## src/rtl/usb_tx_pkg.sv

```systemverilog
package usb_tx_pkg;
  typedef enum logic [3:0] {
    K_ACK = 4'd0, K_NAK = 4'd1, K_STALL = 4'd2, K_OUT = 4'd3, K_IN = 4'd4,
    K_SETUP = 4'd5, K_SOF = 4'd6, K_DATA = 4'd7, K_PRE = 4'd8
  } kind_t;

  localparam logic [2:0] LC_IDLE = 3'd0;
  localparam logic [2:0] LC_SE0  = 3'd1;
  localparam logic [2:0] LC_K    = 3'd2;
  localparam logic [2:0] LC_J    = 3'd3;
  localparam logic [2:0] LC_EOP  = 3'd4;
  localparam logic [2:0] LC_SYNC = 3'd5;

  function automatic logic [7:0] pid_of(input kind_t k, input logic tog);
    case (k)
      K_ACK:   return 8'h4B;
      K_NAK:   return 8'h5A;
      K_STALL: return 8'h78;
      K_OUT:   return 8'h87;
      K_IN:    return 8'h96;
      K_SETUP: return 8'hB4;
      K_SOF:   return 8'hA5;
      K_DATA:  return tog ? 8'hD2 : 8'hC3;
      default: return 8'h3C;
    endcase
  endfunction

  function automatic logic [4:0] crc5_of(input logic [10:0] p);
    logic [4:0] r;
    logic fb;
    r = 5'h1F;
    for (int i = 0; i < 11; i++) begin
      fb = r[0] ^ p[i];
      r = r >> 1;
      if (fb) r = r ^ 5'h14;
    end
    return ~r;
  endfunction

  function automatic logic [15:0] crc16_step(input logic [15:0] c, input logic [7:0] b);
    logic [15:0] r;
    logic fb;
    r = c;
    for (int i = 0; i < 8; i++) begin
      fb = r[0] ^ b[i];
      r = r >> 1;
      if (fb) r = r ^ 16'hA001;
    end
    return r;
  endfunction
endpackage

```

## src/rtl/usb_tx_frame_ctr.sv

```systemverilog
module usb_tx_frame_ctr #(
  parameter int FRAME_W = 11
) (
  input  logic               clk,
  input  logic               rst_n,
  input  logic               bump,
  output logic [FRAME_W-1:0] frame
);
  always_ff @(posedge clk) begin
    if (!rst_n) frame <= '0;
    else if (bump) frame <= frame + 1'b1;
  end
endmodule

```

## src/rtl/usb_tx_crc16.sv

```systemverilog
module usb_tx_crc16 (
  input  logic        clk,
  input  logic        rst_n,
  input  logic        clear,
  input  logic        en,
  input  logic [7:0]  byte_in,
  output logic [15:0] crc
);
  import usb_tx_pkg::*;
  always_ff @(posedge clk) begin
    if (!rst_n || clear) crc <= 16'hFFFF;
    else if (en) crc <= crc16_step(crc, byte_in);
  end
endmodule

```

## src/rtl/usb_host_pkt_tx.sv

```systemverilog
module usb_host_pkt_tx #(
  parameter int          FRAME_W = 11,
  parameter int          PRE_LEN = 18,
  parameter logic [PRE_LEN-1:0] PRE_PAT = 18'b11_1011111011010101,
  parameter int          PRE_GAP = 4
) (
  input  logic       clk,
  input  logic       rst_n,
  input  logic       cmd_valid,
  output logic       cmd_ready,
  input  logic [3:0] cmd_kind,
  input  logic [6:0] cmd_addr,
  input  logic [3:0] cmd_endp,
  input  logic       cmd_toggle,
  input  logic       cmd_zlp,
  input  logic       dat_valid,
  output logic       dat_ready,
  input  logic [7:0] dat_byte,
  input  logic       dat_last,
  output logic       out_valid,
  input  logic       out_ready,
  output logic [8:0] out_code,
  input  logic       ser_empty,
  output logic       low_speed,
  output logic       done
);
  import usb_tx_pkg::*;
  localparam int CMAX = (PRE_LEN > PRE_GAP) ? PRE_LEN : PRE_GAP;
  localparam int CW   = $clog2(CMAX + 1);

  typedef enum logic [3:0] {
    S_IDLE, S_SYNC, S_PID, S_TOK0, S_TOK1, S_BODY, S_CRCL, S_CRCH,
    S_EOP, S_PRE, S_GAP, S_WAIT
  } st_t;

  st_t         st;
  kind_t       kind_q;
  logic [7:0]  pid_q;
  logic [15:0] tok_q;
  logic        zlp_q;
  logic [CW-1:0] cnt_q;
  logic        ls_q, done_q;

  kind_t        kind_in;
  logic         cmd_fire, out_fire, sof_bump, crc_clear, crc_en;
  logic         in_body, pre_last_fire;
  logic [10:0]  payload;
  logic [15:0]  crc_reg;
  logic [FRAME_W-1:0] frame;

  assign kind_in  = kind_t'(cmd_kind);
  assign cmd_ready = (st == S_IDLE);
  assign cmd_fire = cmd_valid && cmd_ready;
  assign out_fire = out_valid && out_ready;
  assign in_body  = (st == S_BODY);
  assign sof_bump = cmd_fire && (kind_in == K_SOF);
  assign crc_clear = cmd_fire;
  assign crc_en    = in_body && out_fire;
  assign pre_last_fire = (st == S_PRE) && out_fire && (cnt_q == CW'(PRE_LEN - 1));
  assign payload  = (kind_in == K_SOF) ? 11'(frame) : {cmd_endp, cmd_addr};
  assign dat_ready = in_body && out_ready;
  assign low_speed = ls_q;
  assign done = done_q;

  usb_tx_frame_ctr #(.FRAME_W(FRAME_W)) u_frame (
    .clk(clk), .rst_n(rst_n), .bump(sof_bump), .frame(frame));

  usb_tx_crc16 u_crc (
    .clk(clk), .rst_n(rst_n), .clear(crc_clear), .en(crc_en),
    .byte_in(dat_byte), .crc(crc_reg));

  always_comb begin
    out_valid = 1'b1;
    out_code  = {6'd0, LC_IDLE};
    case (st)
      S_SYNC: out_code = {6'd0, LC_SYNC};
      S_PID:  out_code = {1'b1, pid_q};
      S_TOK0: out_code = {1'b1, tok_q[7:0]};
      S_TOK1: out_code = {1'b1, tok_q[15:8]};
      S_BODY: begin out_valid = dat_valid; out_code = {1'b1, dat_byte}; end
      S_CRCL: out_code = {1'b1, ~crc_reg[7:0]};
      S_CRCH: out_code = {1'b1, ~crc_reg[15:8]};
      S_EOP:  out_code = {6'd0, LC_EOP};
      S_PRE:  out_code = {6'd0, PRE_PAT[cnt_q] ? LC_K : LC_J};
      S_GAP:  out_code = {6'd0, LC_IDLE};
      default: out_valid = 1'b0;
    endcase
  end

  always_ff @(posedge clk) begin
    if (!rst_n) begin
      st <= S_IDLE; kind_q <= K_ACK; pid_q <= '0; tok_q <= '0;
      zlp_q <= 1'b0; cnt_q <= '0; ls_q <= 1'b0; done_q <= 1'b0;
    end else begin
      done_q <= 1'b0;
      case (st)
        S_IDLE: if (cmd_valid) begin
          kind_q <= kind_in;
          pid_q  <= pid_of(kind_in, cmd_toggle);
          tok_q  <= {crc5_of(payload), payload};
          zlp_q  <= cmd_zlp;
          cnt_q  <= '0;
          if (kind_in == K_PRE) st <= S_PRE;
          else if (kind_in <= K_DATA) st <= S_SYNC;
          else st <= S_WAIT;
        end
        S_SYNC: if (out_fire) st <= S_PID;
        S_PID: if (out_fire) begin
          if (kind_q <= K_STALL) st <= S_EOP;
          else if (kind_q == K_DATA) st <= zlp_q ? S_CRCL : S_BODY;
          else st <= S_TOK0;
        end
        S_TOK0: if (out_fire) st <= S_TOK1;
        S_TOK1: if (out_fire) st <= S_EOP;
        S_BODY: if (out_fire && dat_last) st <= S_CRCL;
        S_CRCL: if (out_fire) st <= S_CRCH;
        S_CRCH: if (out_fire) st <= S_EOP;
        S_EOP:  if (out_fire) st <= S_WAIT;
        S_PRE: if (out_fire) begin
          if (pre_last_fire) begin st <= S_GAP; cnt_q <= '0; ls_q <= 1'b1; end
          else cnt_q <= cnt_q + 1'b1;
        end
        S_GAP: if (out_fire) begin
          if (cnt_q == CW'(PRE_GAP - 1)) st <= S_WAIT;
          else cnt_q <= cnt_q + 1'b1;
        end
        S_WAIT: if (ser_empty) begin
          st <= S_IDLE;
          done_q <= 1'b1;
          if (kind_q != K_PRE) ls_q <= 1'b0;
        end
        default: st <= S_IDLE;
      endcase
    end
  end

  // a stalled symbol outside the payload phase does not move
  a_r10_hold_stable: assert property (@(posedge clk) disable iff (!rst_n)
    (out_valid && !out_ready && !in_body) |=> (out_valid && $stable(out_code)));
  // completion is a single-cycle pulse
  a_r11_done_pulse: assert property (@(posedge clk) disable iff (!rst_n)
    done |=> !done);
  // an idle block offers no symbol
  a_r11_ready_idle: assert property (@(posedge clk) disable iff (!rst_n)
    cmd_ready |-> !out_valid);
  // the last preamble state switches the link to low speed
  a_r8_speed_after_pre: assert property (@(posedge clk) disable iff (!rst_n)
    pre_last_fire |=> low_speed);
  // payload bytes are taken only when the serializer takes them
  a_r6_dat_gated: assert property (@(posedge clk) disable iff (!rst_n)
    (dat_ready && dat_valid) |-> out_fire);
endmodule

```

## config.mk

```make
export PLATFORM = sky130hd
export DESIGN_NAME = usb_host_pkt_tx
export DESIGN_NICKNAME = d
export VERILOG_FILES = /design/src/rtl/usb_tx_pkg.sv /design/src/rtl/usb_tx_frame_ctr.sv /design/src/rtl/usb_tx_crc16.sv /design/src/rtl/usb_host_pkt_tx.sv
export SDC_FILE = /design/constraint.sdc
export NUM_CORES = 1
export LEC_CHECK = 0
export CAP_MARGIN = 10
export CORE_UTILIZATION = 60
export DETAILED_ROUTE_END_ITERATION = 12
export DONT_BUFFER_PORTS = 1
export PLACE_DENSITY_LB_ADDON = 0.1
export SYNTH_ARGS = -nofsm -noshare
export SYNTH_HDL_FRONTEND = slang
export SYNTH_SLANG_ARGS = --single-unit
```

## constraint.sdc

```tcl
create_clock -name clk -period 2.7 [get_ports clk]
set_input_delay 0.54 -clock clk [delete_from_list [all_inputs] [get_ports clk]]
set_output_delay 0.54 -clock clk [all_outputs]
set_load 0.02 [all_outputs]
```

# After elaboration in Yosys (flattened, before gate mapping)
# Memories as Yosys holds them, arrays and structs flattened. A register that Yosys moved wholly into a read port is not among the register bits.
# Cells that the tools add are included.
# word_totals
regBits	67
mem_bits_ro	32
in_bits	32
output_inout_bits	14
word_cells	220
n_memories	1
# mem_list
name	depth	width	read_ports	rd_ports_with_merged_regs	write_ports	line	rtl
(name not given)	32	1	1	1	0	usb_host_pkt_tx.sv:84	S_PRE: out_code = {6'd0, PRE_PAT[cnt_q] ? LC_K : LC_J};
# op_classes
add_sub_neg	2
n_lt_le_gt_ge	3
n_eq_ne	38
mux	106
bitwise	39
reduce_logical	21
# op_table
cell	n
2-to-1 mux 16 bit	22
2-to-1 mux 5 bit	52
one-hot mux 9 bit (9 select lines)	1
2-to-1 mux 4 bit	16
one-hot mux 8 bit (8 select lines)	1
one-hot mux 4 bit (11 select lines)	1
equality test 4 x 3 -> 1 bit, second input constant	9
!= test 2 bit, second input constant	13
inverter 2 -> 3 bit	8
equality test 4 bit, second input constant	5
inverter 1 -> 2 bit	10
bitwise XOR 1 bit	18
equality test 4 x 2 -> 1 bit, second input constant	4
inverter 8 bit	2
one-hot mux 5 bit (3 select lines)	1
AND reduction 13 bit	1
adder 11 x 1 -> 11 bit, second input constant	1
2-to-1 mux 11 bit	1
AND reduction 5 bit	2
OR reduction 9 bit	1
equality test 4 x 1 -> 1 bit, second input constant	2
logical AND 1 bit	8
logical NOT 4 bit	2
2-to-1 mux 1 bit	7
18 further kinds	21

# Depth between registers and ports, before layout
# Gate-level depths: netlist of the first run.
# depth
depth_word	57
mapped_depth	10
mapped_depth_nobuf	9

# By module
# A second synthesis of the first run with hierarchy kept.
# unflattened
cells_unflattened	512
area_unflattened_um2	4192.8
# by_module_without_submodules
mod	n_inst	cells_per_inst	area_per_inst_um2	seq_area_each_um2
usb_host_pkt_tx	1	370	2871.5	820.8
usb_tx_crc16	1	87	809.5	320.3
usb_tx_frame_ctr	1	55	511.7	220.2

# Worst setup path before layout of the first run
# No wires, ideal clock.
# synth_timing
kind	register to output
start	reg st[1]
end	out out_code[3]
arrival_time_ns	2.019
required_time_ns	2.160
slack_ns	0.141
stages_incl_launch_ff	6
cell_sequence	dfxtp_1 buf_2 buf_1 nor2b_1 a22oi_1 o311ai_0
# synth_via
elab_chain_len	2
# synth_rtl
item	line	rtl
start, declared	usb_host_pkt_tx.sv:36	st_t st;
start signal, assigned	usb_host_pkt_tx.sv:110	else if (kind_q == K_DATA) st <= zlp_q ? S_CRCL : S_BODY;
equality test 4 bit, or another cell as far along	usb_host_pkt_tx.sv:75	case (st)
one-hot mux 9 bit (9 select lines) *	usb_host_pkt_tx.sv:75	
end, declared	usb_host_pkt_tx.sv:22	output logic [8:0] out_code,
# Every way passes the cells marked *; elsewhere a longest branch is shown, timed or not.

# Worst setup path after layout of the first run
# layout_timing
start	reg st[3]
end	out out_code[5]
# Same word-level chain as after synthesis.

==> flow_summary.ini, run 1 <==
[detailed_routing]
vias = 3517
drt_first_pass_iters = 7
routedWlPerCell_um = 17.4
drc = 0
drtIter0Drc = 224
drtAntennaViolNets = 0
via_per_inst = 6.17
routed_wl_mm = 9.90

[synth]
synth_edf_count = 0
synth_nets = 524
ys_warn_count = 0
async_flop_share = 0
yosysSeqAreaShare = 0.332
syn_area_mm2 = 0.00410
synthDistinctLibCells = 54
synth-main-ff-cell = dfxtp_1
synthXorXnorAreaFrac = 0.132
ys_ff_latch = 68
synth-simple-area-share = 0.200
synthCells = 489
synth_compound_area_frac = 0.204
synth_top_family_by_area = compound AO/OA/AOI/OAI gates
synth_mux_area_frac = 0.0754
yosys.area_share.adder = 0.00916
syn_avg_cell_area_um2 = 8.38

[final_layout]
drive_above_1_share = 0.0933
n_antenna_cell = 0
syn2layout_area_growth_pct = 7.91
final_nets = 523
layout_common_cells = 68 x nand2_1, 67 x dfxtp_1, 41 x xnor2_1
layout_commonest_cell = nand2_1
layout.cells.non_filler = 570
fill_cells = 546

[global_route]
grt_pass1_wl_mm = 16.4
grt_usage = 0.289
grt.overflow.total = 0
grt_max_degree = 53
antenna_found_initial = 0
first_global_vias = 3334

[critical_path]
path_max_fanout = 15
critPathKind = reg -> out
required_ns = 2.16
arrival_ns = 2.00
end_kind = primary output
start_kind = flop

[floorplanning]
dieArea_mm2 = 0.00716
rows = 29
die_w_um = 84.6
ios = 46
die-height_um = 84.6
core_mm2 = 0.00646
start_util = 0.634

[clock_network]
ctsLongestPathBuffers = 2
cts_resized = 0
holdBufCountCts = 0
cts.sinks = 68
post_cts_buffers = 0
ctsRootBufferMaster = clkbuf_8
path_clk_slew_ns = 0.08
cts-htree-levels = 3
clock_latency_ns = 0.35
cts_tree = done
cts_buffers = 9

[sta]
fin_skew_ns = 0.00719
rsz0062_at_grt = false
tightestPinTransition_ns = 0.645
hold_violations = 0
fin_crit_ns = 2.54
report.final.slew_viol_count = 0
layout_worst_path_cycle_share = 0.939
setup_viol = 0
fin_tns_setup_ns = 0
fmax_ghz = 0.394
slew_headroom = 0.570

[placed_design]
port_buffers = 0
dp.cells = 554
dp_hpwl_mm = 7.16
gp_congestion = 0.851

[power_and_ir_drop]
powerDensity_mw_per_mm2 = 875
power.leakage_uw = 0.00188
worst_ir_drop_vdd_uv = 610

[outcome]
outcome = finished, final reports clean

[flow_run]
drv_cap = 0

[min_path]
hold_path_class = in -> reg
## logic make-up after synthesis
| logic type | count (synthesis) |
|---|---|
| DFF | 68 |
| and+or+nand+nor | 167 |
| muxes | 27 |
| xor gates and xnor gates | 60 |
| adders and majority gates | 3 |
| AOI/OAI and AO/OA | 114 |
| buffers and inverters | 50 |
## report_power, final
group / switching, µW / internal, µW
registers: 161 / 1160
clock network: 402 / 478
logic: 1000 / 661
total: 1560 / 2300
## area by class of cell
class	instances	area [µm²]	share of cell area
repair buffers	19	143	0.0323
inverters	19	71.3	0.0161
well taps	77	96.3	0.0218
flip-flops and latches	68	1360	0.308
clock buffers	13	159	0.0359
multi-input cells	371	2540	0.575
clock inverters	3	45.0	0.0102
## worst max-delay path: stages (launching register included)
cell and delay (ns):
dfxtp_1 0.62, buf_4 0.25, nor2b_1 0.06, nand2_1 0.13, nor2_1 0.07, a22oi_1 0.19
o21ai_0 0.14, buf_4 0.19
## per-layer routing
metal	wire (µm)	track usage	up-vias
met5	0	0	-
met4	171	0.0940	0
met3	526	0.0492	20
met2	4680	0.475	116
met1	4520	0.388	1673
li1	-	-	1708
## cell usage after synthesis (all sizes together) (2+ instances only)
master   instances  area (µm²)
xnor2           41         359
nand2           68         255
and3b            2        17.5
nor4             2        18.8
a22oi            5        37.5
nor2b           10        62.6
mux4             3        67.6
mux2i           23         230
and2            14        87.6
xor2            18         158
clkbuf          25        93.8
o21ai           21         105
o21bai           3        22.5
o21a             3        22.5
o31ai            4        57.6
o211ai          14         105
buf              6        26.3
a211oi           4        30.0
nand3           11        55.1
inv             19        71.3
o211a           15         150
o22ai            6        37.5
dfxtp           68        1360
a32oi            2        25.0
nand4bb          2        22.5
ha               3        37.5
and3             8        50.1
o311ai           2        17.5
nand2b           6        37.5
nor3             5        25.0
a21boi           9        67.6
a21oi           17        85.1
nor2            29         109
nand4            5        31.3
a31oi            3        18.8
## stage by stage
step | utilization | area (µm²) | total power, µW | hold WS [ns] | worst slack [ns]
after floorplan | - | 4100 | 2560 | 0.441 | 0.141
after global placement | 0.653 | 4220 | 2940 | 0.455 | 0.431
after detailed placement | 0.653 | 4220 | 2980 | 0.472 | 0.355
after CTS | 0.684 | 4420 | 3860 | 0.308 | 0.183
after global routing | 0.684 | 4420 | 4090 | 0.309 | 0.0110
final | 0.684 | 4420 | 3870 | 0.316 | 0.164
## worst paths after layout
kind | from | slack (ns) | cells past startpoint | to
max | st[3] | 0.16 | 7 | out_code[5]
min reg2reg | pid_q[1] | 0.48 | 2 | pid_q[1]
max reg2reg | st[3] | 0.33 | 6 | flop
min | rst_n | 0.32 | 1 | st[1]
(Power assumes the default switching activity.)
==> inputs of run 2 (changes only) <==
CORE_MARGIN = 4   (was default)
==> run 2 against run 1 <==
Maximum frequency increased by 0.77%. Sequential power about the same. Wire length fell by 1.8%. Clock-buffer cell count down 2. Sequential share of layout area up 0.32 points. Clock skew about the same. Worst setup slack better by 0.019 ns. Critical endpoint is now out_code[4]. Largest cell class unchanged. Largest power group unchanged.
==> flow_summary.ini, run 2 (synthesis results as in run 1) <==
[floorplanning]
die-height_um = 90.6
die_w_um = 90.6
dieArea_mm2 = 0.00821
core_mm2 = 0.00649
rows = 29
ios = 46
start_util = 0.631

[placed_design]
dp_hpwl_mm = 6.96
dp.cells = 553
port_buffers = 0
gp_congestion = 0.841
dp_slack_ns = 0.265

[critical_path]
max_stage_delay_ns = 0.53
cp_top_family = multiplexers
critical_path_buf_inv_count = 2
r2r_cells = 8
start_kind = flop
cp-startpoint = st[1]
critPathKind = reg -> out
path_max_fanout = 14
cp_slowest_cell = mux4_2
arrival_ns = 1.98
required_ns = 2.16
crit_end = out_code[4]
end_kind = primary output
cp_common_cell = buf_4
worstPathCellList = buf_4 -> mux4_2 -> o22ai_1 -> buf_4
r2r_setup_slack_ns = 0.30
r2r-start = st[0]
path_depth = 4

[power_and_ir_drop]
p_sw_frac = 0.417
power.switching_uw = 1550
pwr-share-comb = 0.440
powerDensity_mw_per_mm2 = 849
p_seq_frac = 0.358
finalPower_uw = 3720
intPower_uw = 2170
power.leakage_uw = 0.00187
pwr-share-clk = 0.201
worst_ir_drop_vdd_uv = 578

[global_route]
first_global_vias = 3316
antenna_found_initial = 0
grt_max_degree = 53
grt_pass1_wl_mm = 16.2
grt.overflow.total = 0
grt_usage = 0.243

[clock_network]
path_clk_slew_ns = 0.07
cts.sinks = 68
post_cts_buffers = 0
ctsLongestPathBuffers = 2
cts-htree-levels = 3
holdBufCountCts = 0
cts_resized = 0
clock_latency_ns = 0.35
ctsRootBufferMaster = clkbuf_8
cts_tree = done
cts_buffers = 9

[sta]
rsz0062_at_grt = false
report.final.slew_viol_count = 0
fin_crit_ns = 2.52
fin_skew_ns = 0.00704
fin_ws_ns = 0.183
setup_viol = 0
fmax_ghz = 0.397
slew_headroom = 0.591
fin_tns_setup_ns = 0
layout_worst_path_cycle_share = 0.932
hold_violations = 0
tightestPinTransition_ns = 0.614

[detailed_routing]
drtIter0Drc = 172
drtAntennaViolNets = 0
drc = 0
drt_first_pass_iters = 5
routedWlPerCell_um = 17.1
via_per_inst = 6.03
vias = 3429
routed_wl_mm = 9.72

[outcome]
outcome = finished, final reports clean

[final_layout]
post-route-util = 0.674
layout_commonest_cell = nand2_1
layout.cells.non_filler = 569
syn2layout_area_growth_pct = 6.90
n_antenna_cell = 0
drive_above_1_share = 0.0955
layout_common_cells = 68 x nand2_1, 66 x dfxtp_1, 41 x xnor2_1
final_nets = 522

[min_path]
hold_path_class = in -> reg

[flow_run]
drv_cap = 0
-- run 2: changes by cell type in the layout (fill, tap and decap cells not counted) --
cell | previous run | this run
clkinv_2 | 0 | 4
buf_4 | 19 | 18
bufinv_16 | 1 | 0
clkbuf_1 | 2 | 1
clkbuf_8 | 11 | 10
clkinvlp_4 | 2 | 1
dfxtp_1 | 67 | 66
dfxtp_2 | 1 | 2
-- run 2: area by class of cell --
cell class	instances	area, µm²
Clock buffer	11	141
Clock inverter	5	27.5
Inverter	19	71.3
Fill cell	548	2120
Sequential cell	68	1360
Tap cell	77	96.3
Multi-Input combinational cell	371	2540
Timing Repair Buffer	18	135
-- run 2: routing by layer --
| metal | vias to the layer above | routed length [µm] | GRT usage |
|---|---|---|---|
| met5 | - | 0 | 0 |
| met1 | 1625 | 4410 | 0.325 |
| met2 | 94 | 4540 | 0.388 |
| li1 | 1701 | - | - |
| met4 | 0 | 85 | 0.0497 |
| met3 | 9 | 688 | 0.0758 |
-- run 2: metrics by stage --
| step | hold slack [ns] | area, µm² |
|---|---|---|
| 6_report | 0.319 | 4380 |
| 5_1_grt | 0.303 | 4380 |
| 4_1_cts | 0.300 | 4380 |
| 3_5_place_dp | 0.472 | 4210 |
| 3_3_place_gp | 0.462 | 4210 |
| 2_1_floorplan | 0.441 | 4100 |
-- run 2: how the worst min path moves through the flow --
stage                            start          endpoint  cells after the start
after floorplan               pid_q[1]          pid_q[1]                      2
after global placement        pid_q[1]          pid_q[1]                      2
after global routing             rst_n             st[1]                      1
after detailed placement  u_crc.crc[8]      u_crc.crc[8]                      2
final                            rst_n             st[0]                      1
after CTS                        rst_n  u_frame.frame[4]                      1
-- run 2: power groups by stage --
stage                     logic [µW]  registers [µW]  clock network [µW]
after floorplan                 1300            1260                   0
after global placement          1590            1350                   0
after detailed placement        1610            1350                   0
after CTS                       1620            1320                 760
after global routing            1800            1360                 814
final                           1640            1330                 749
==> inputs of run 3 (changes only) <==
ABC_AREA = 1   (was default)
SLEW_MARGIN = 10   (was default)
==> run 3 against run 2 <==
Clock-buffer cell count is the same. First-iteration DRC count is 65% higher. Sequential share of layout area barely moved. Total power shrank 4.0%. Critical path depth increased by 2. Utilization rose by 0.19 points. Synthesized area shrank 1.1%. Die area shrank 0.97%. Critical endpoint unchanged.
==> flow_summary.ini, run 3 <==
[power_and_ir_drop]
intPower_uw = 2130
powerDensity_mw_per_mm2 = 818
finalPower_uw = 3570
power.switching_uw = 1440
pwr-share-comb = 0.369
pwr-share-clk = 0.278
p_sw_frac = 0.404
power.leakage_uw = 0.00189
p_seq_frac = 0.353
worst_ir_drop_vdd_uv = 344

[final_layout]
n_antenna_cell = 0
design_area_mm2 = 0.00437
syn2layout_area_growth_pct = 7.75
drive_above_1_share = 0.120
layout_common_cells = 170 x nand2_1, 70 x inv_1, 68 x dfxtp_1
layout_commonest_cell = nand2_1
layout.cells.non_filler = 684
final_nets = 637

[synth]
yosysSeqAreaShare = 0.336
synth-main-ff-cell = dfxtp_1
ys_warn_count = 0
yosysMostFrequentCell = nand2_1
synth_area_leaders = dfxtp_1 34%, nand2_1 16%, inv_1 6.5%
syn_avg_cell_area_um2 = 6.73
synthCells = 602
synth_top_cell_by_area = dfxtp_1
async_flop_share = 0
synth_nets = 637
ys_ff_latch = 68
syn_area_mm2 = 0.00405
synth_top_area_share = 0.336
synth_edf_count = 0
synth_common_cells = 170 x nand2_1, 70 x inv_1, 68 x dfxtp_1, 39 x nor2_1, 37 x o21ai_0
synthDistinctLibCells = 46

[critical_path]
path_max_fanout = 7
rr_endpoint = u_crc.crc[0]
cp-startpoint = st[2]
r2r-start = st[2]
start_kind = flop
end_kind = primary output
r2r_cells = 11
crit_end = out_code[4]
r2r_setup_slack_ns = 0.42
required_ns = 2.16
arrival_ns = 2.08
critPathKind = reg -> out

[clock_network]
holdBufCountCts = 0
post_cts_buffers = 0
clock_latency_ns = 0.35
cts_resized = 0
path_clk_slew_ns = 0.08
cts_tree = done
cts.sinks = 68
ctsLongestPathBuffers = 2
ctsRootBufferMaster = clkbuf_8
cts-htree-levels = 3
cts_buffers = 9

[floorplanning]
ios = 46
start_util = 0.627
die_w_um = 90.2
rows = 29
core_mm2 = 0.00646
dieArea_mm2 = 0.00813
die-height_um = 90.2

[detailed_routing]
drtAntennaViolNets = 0
routedWlPerCell_um = 15.4
via_per_inst = 5.81
dr_wl_met3_um = 649
wl_met2_mm = 4.95
vias = 3975
drc = 0
drtIter0Drc = 283
drt_first_pass_iters = 5
top_layer = met4
met1_length_mm = 4.74
routed_wl_mm = 10.6

[sta]
report.final.slew_viol_count = 0
tightestPinTransition_ns = 0.716
fin_crit_ns = 2.62
whs_ns = 0.299
slew_headroom = 0.522
fin_tns_setup_ns = 0
fin_skew_ns = 0.00823
fmax_ghz = 0.382
setup_viol = 0
rsz0062_at_grt = true
layout_worst_path_cycle_share = 0.969
hold_violations = 0

[outcome]
outcome = finished, final reports clean

[placed_design]
gp_congestion = 0.942
dp_hpwl_mm = 8.11
dp.cells = 668
port_buffers = 0
placed_area_mm2 = 0.00409

[global_route]
grt.overflow.total = 0
first_global_vias = 3792
antenna_found_initial = 0
grt_usage = 0.269
grt_pass1_wl_mm = 18.0
grt_max_degree = 25

[min_path]
hold_depth = 2
hold_path_class = in -> reg

[flow_run]
drv_cap = 0
==> run 3: cell count changes in the layout (fill, tap and decap cells not counted), sizes merged, moves of 23 or more <==
cell and delta:
nand2 +114, inv +61, xnor2 -36, o21ai +28, nand3 +27, mux2i -23
==> run 3: power by group through the flow <==
stage               combinational [µW]  clock, µW  sequential, µW
global route                      1480       1050            1280
floorplan                         1040          0            1240
global placement                  1260          0            1270
CTS                               1280       1000            1260
detailed placement                1270          0            1280
finish                            1320        994            1260
==> run 3: worst min-delay path by stage <==
stage                     slack (ns)               from           endpoint
after global routing            0.29              rst_n              st[3]
after detailed placement        0.45  u_frame.frame[10]  u_frame.frame[10]
final                           0.30              rst_n              st[3]
after floorplan                 0.43          tok_q[14]          tok_q[14]
after CTS                       0.29              rst_n              st[3]
after global placement          0.45  u_frame.frame[10]  u_frame.frame[10]
==> run 3: per-layer routing <==
metal | GRT usage | vias to the layer above
met4 | 0.116 | 0
met2 | 0.437 | 134
met5 | 0 | -
met3 | 0.0442 | 17
li1 | - | 1994
met1 | 0.354 | 1830
==> run 3: per-stage QoR <==
stage	setup slack, ns	utilization
after floorplan	0.719	-
after global placement	0.405	0.633
after detailed placement	0.371	0.633
after CTS	0.0224	0.670
after global routing	-0.0401	0.676
final	0.0842	0.676
==> run 3: kinds of logic (layout without fill, tap and decap cells) <==
family | count (synthesis) | in the layout | share of synthesized area
DFF | 68 | 68 | 0.336
xor gates and xnor gates | 20 | 20 | 0.0451
buffers and inverters | 93 | 98 | 0.0923
adders and majority gates | 3 | 3 | 0.00926
and+or+nand+nor | 289 | 289 | 0.318
AOI/OAI and AO/OA | 129 | 129 | 0.199
==> run 3: cell type report <==
cell class	count	area (µm²)
multi-input cells	441	2360
inverters	80	300
well taps	77	96.3
clock inverters	5	83.8
fillers	570	2090
flip-flops and latches	68	1360
repair buffers	2	15.0
clock buffers	11	151
==> run 3: critical path, cell delays in order, from the launching register on <==
cell and delay, ns:
dfxtp_1 0.40, inv_1 0.10, nor2_1 0.16, inv_2 0.11
nor2_1 0.24, inv_1 0.23, o221ai_1 0.49
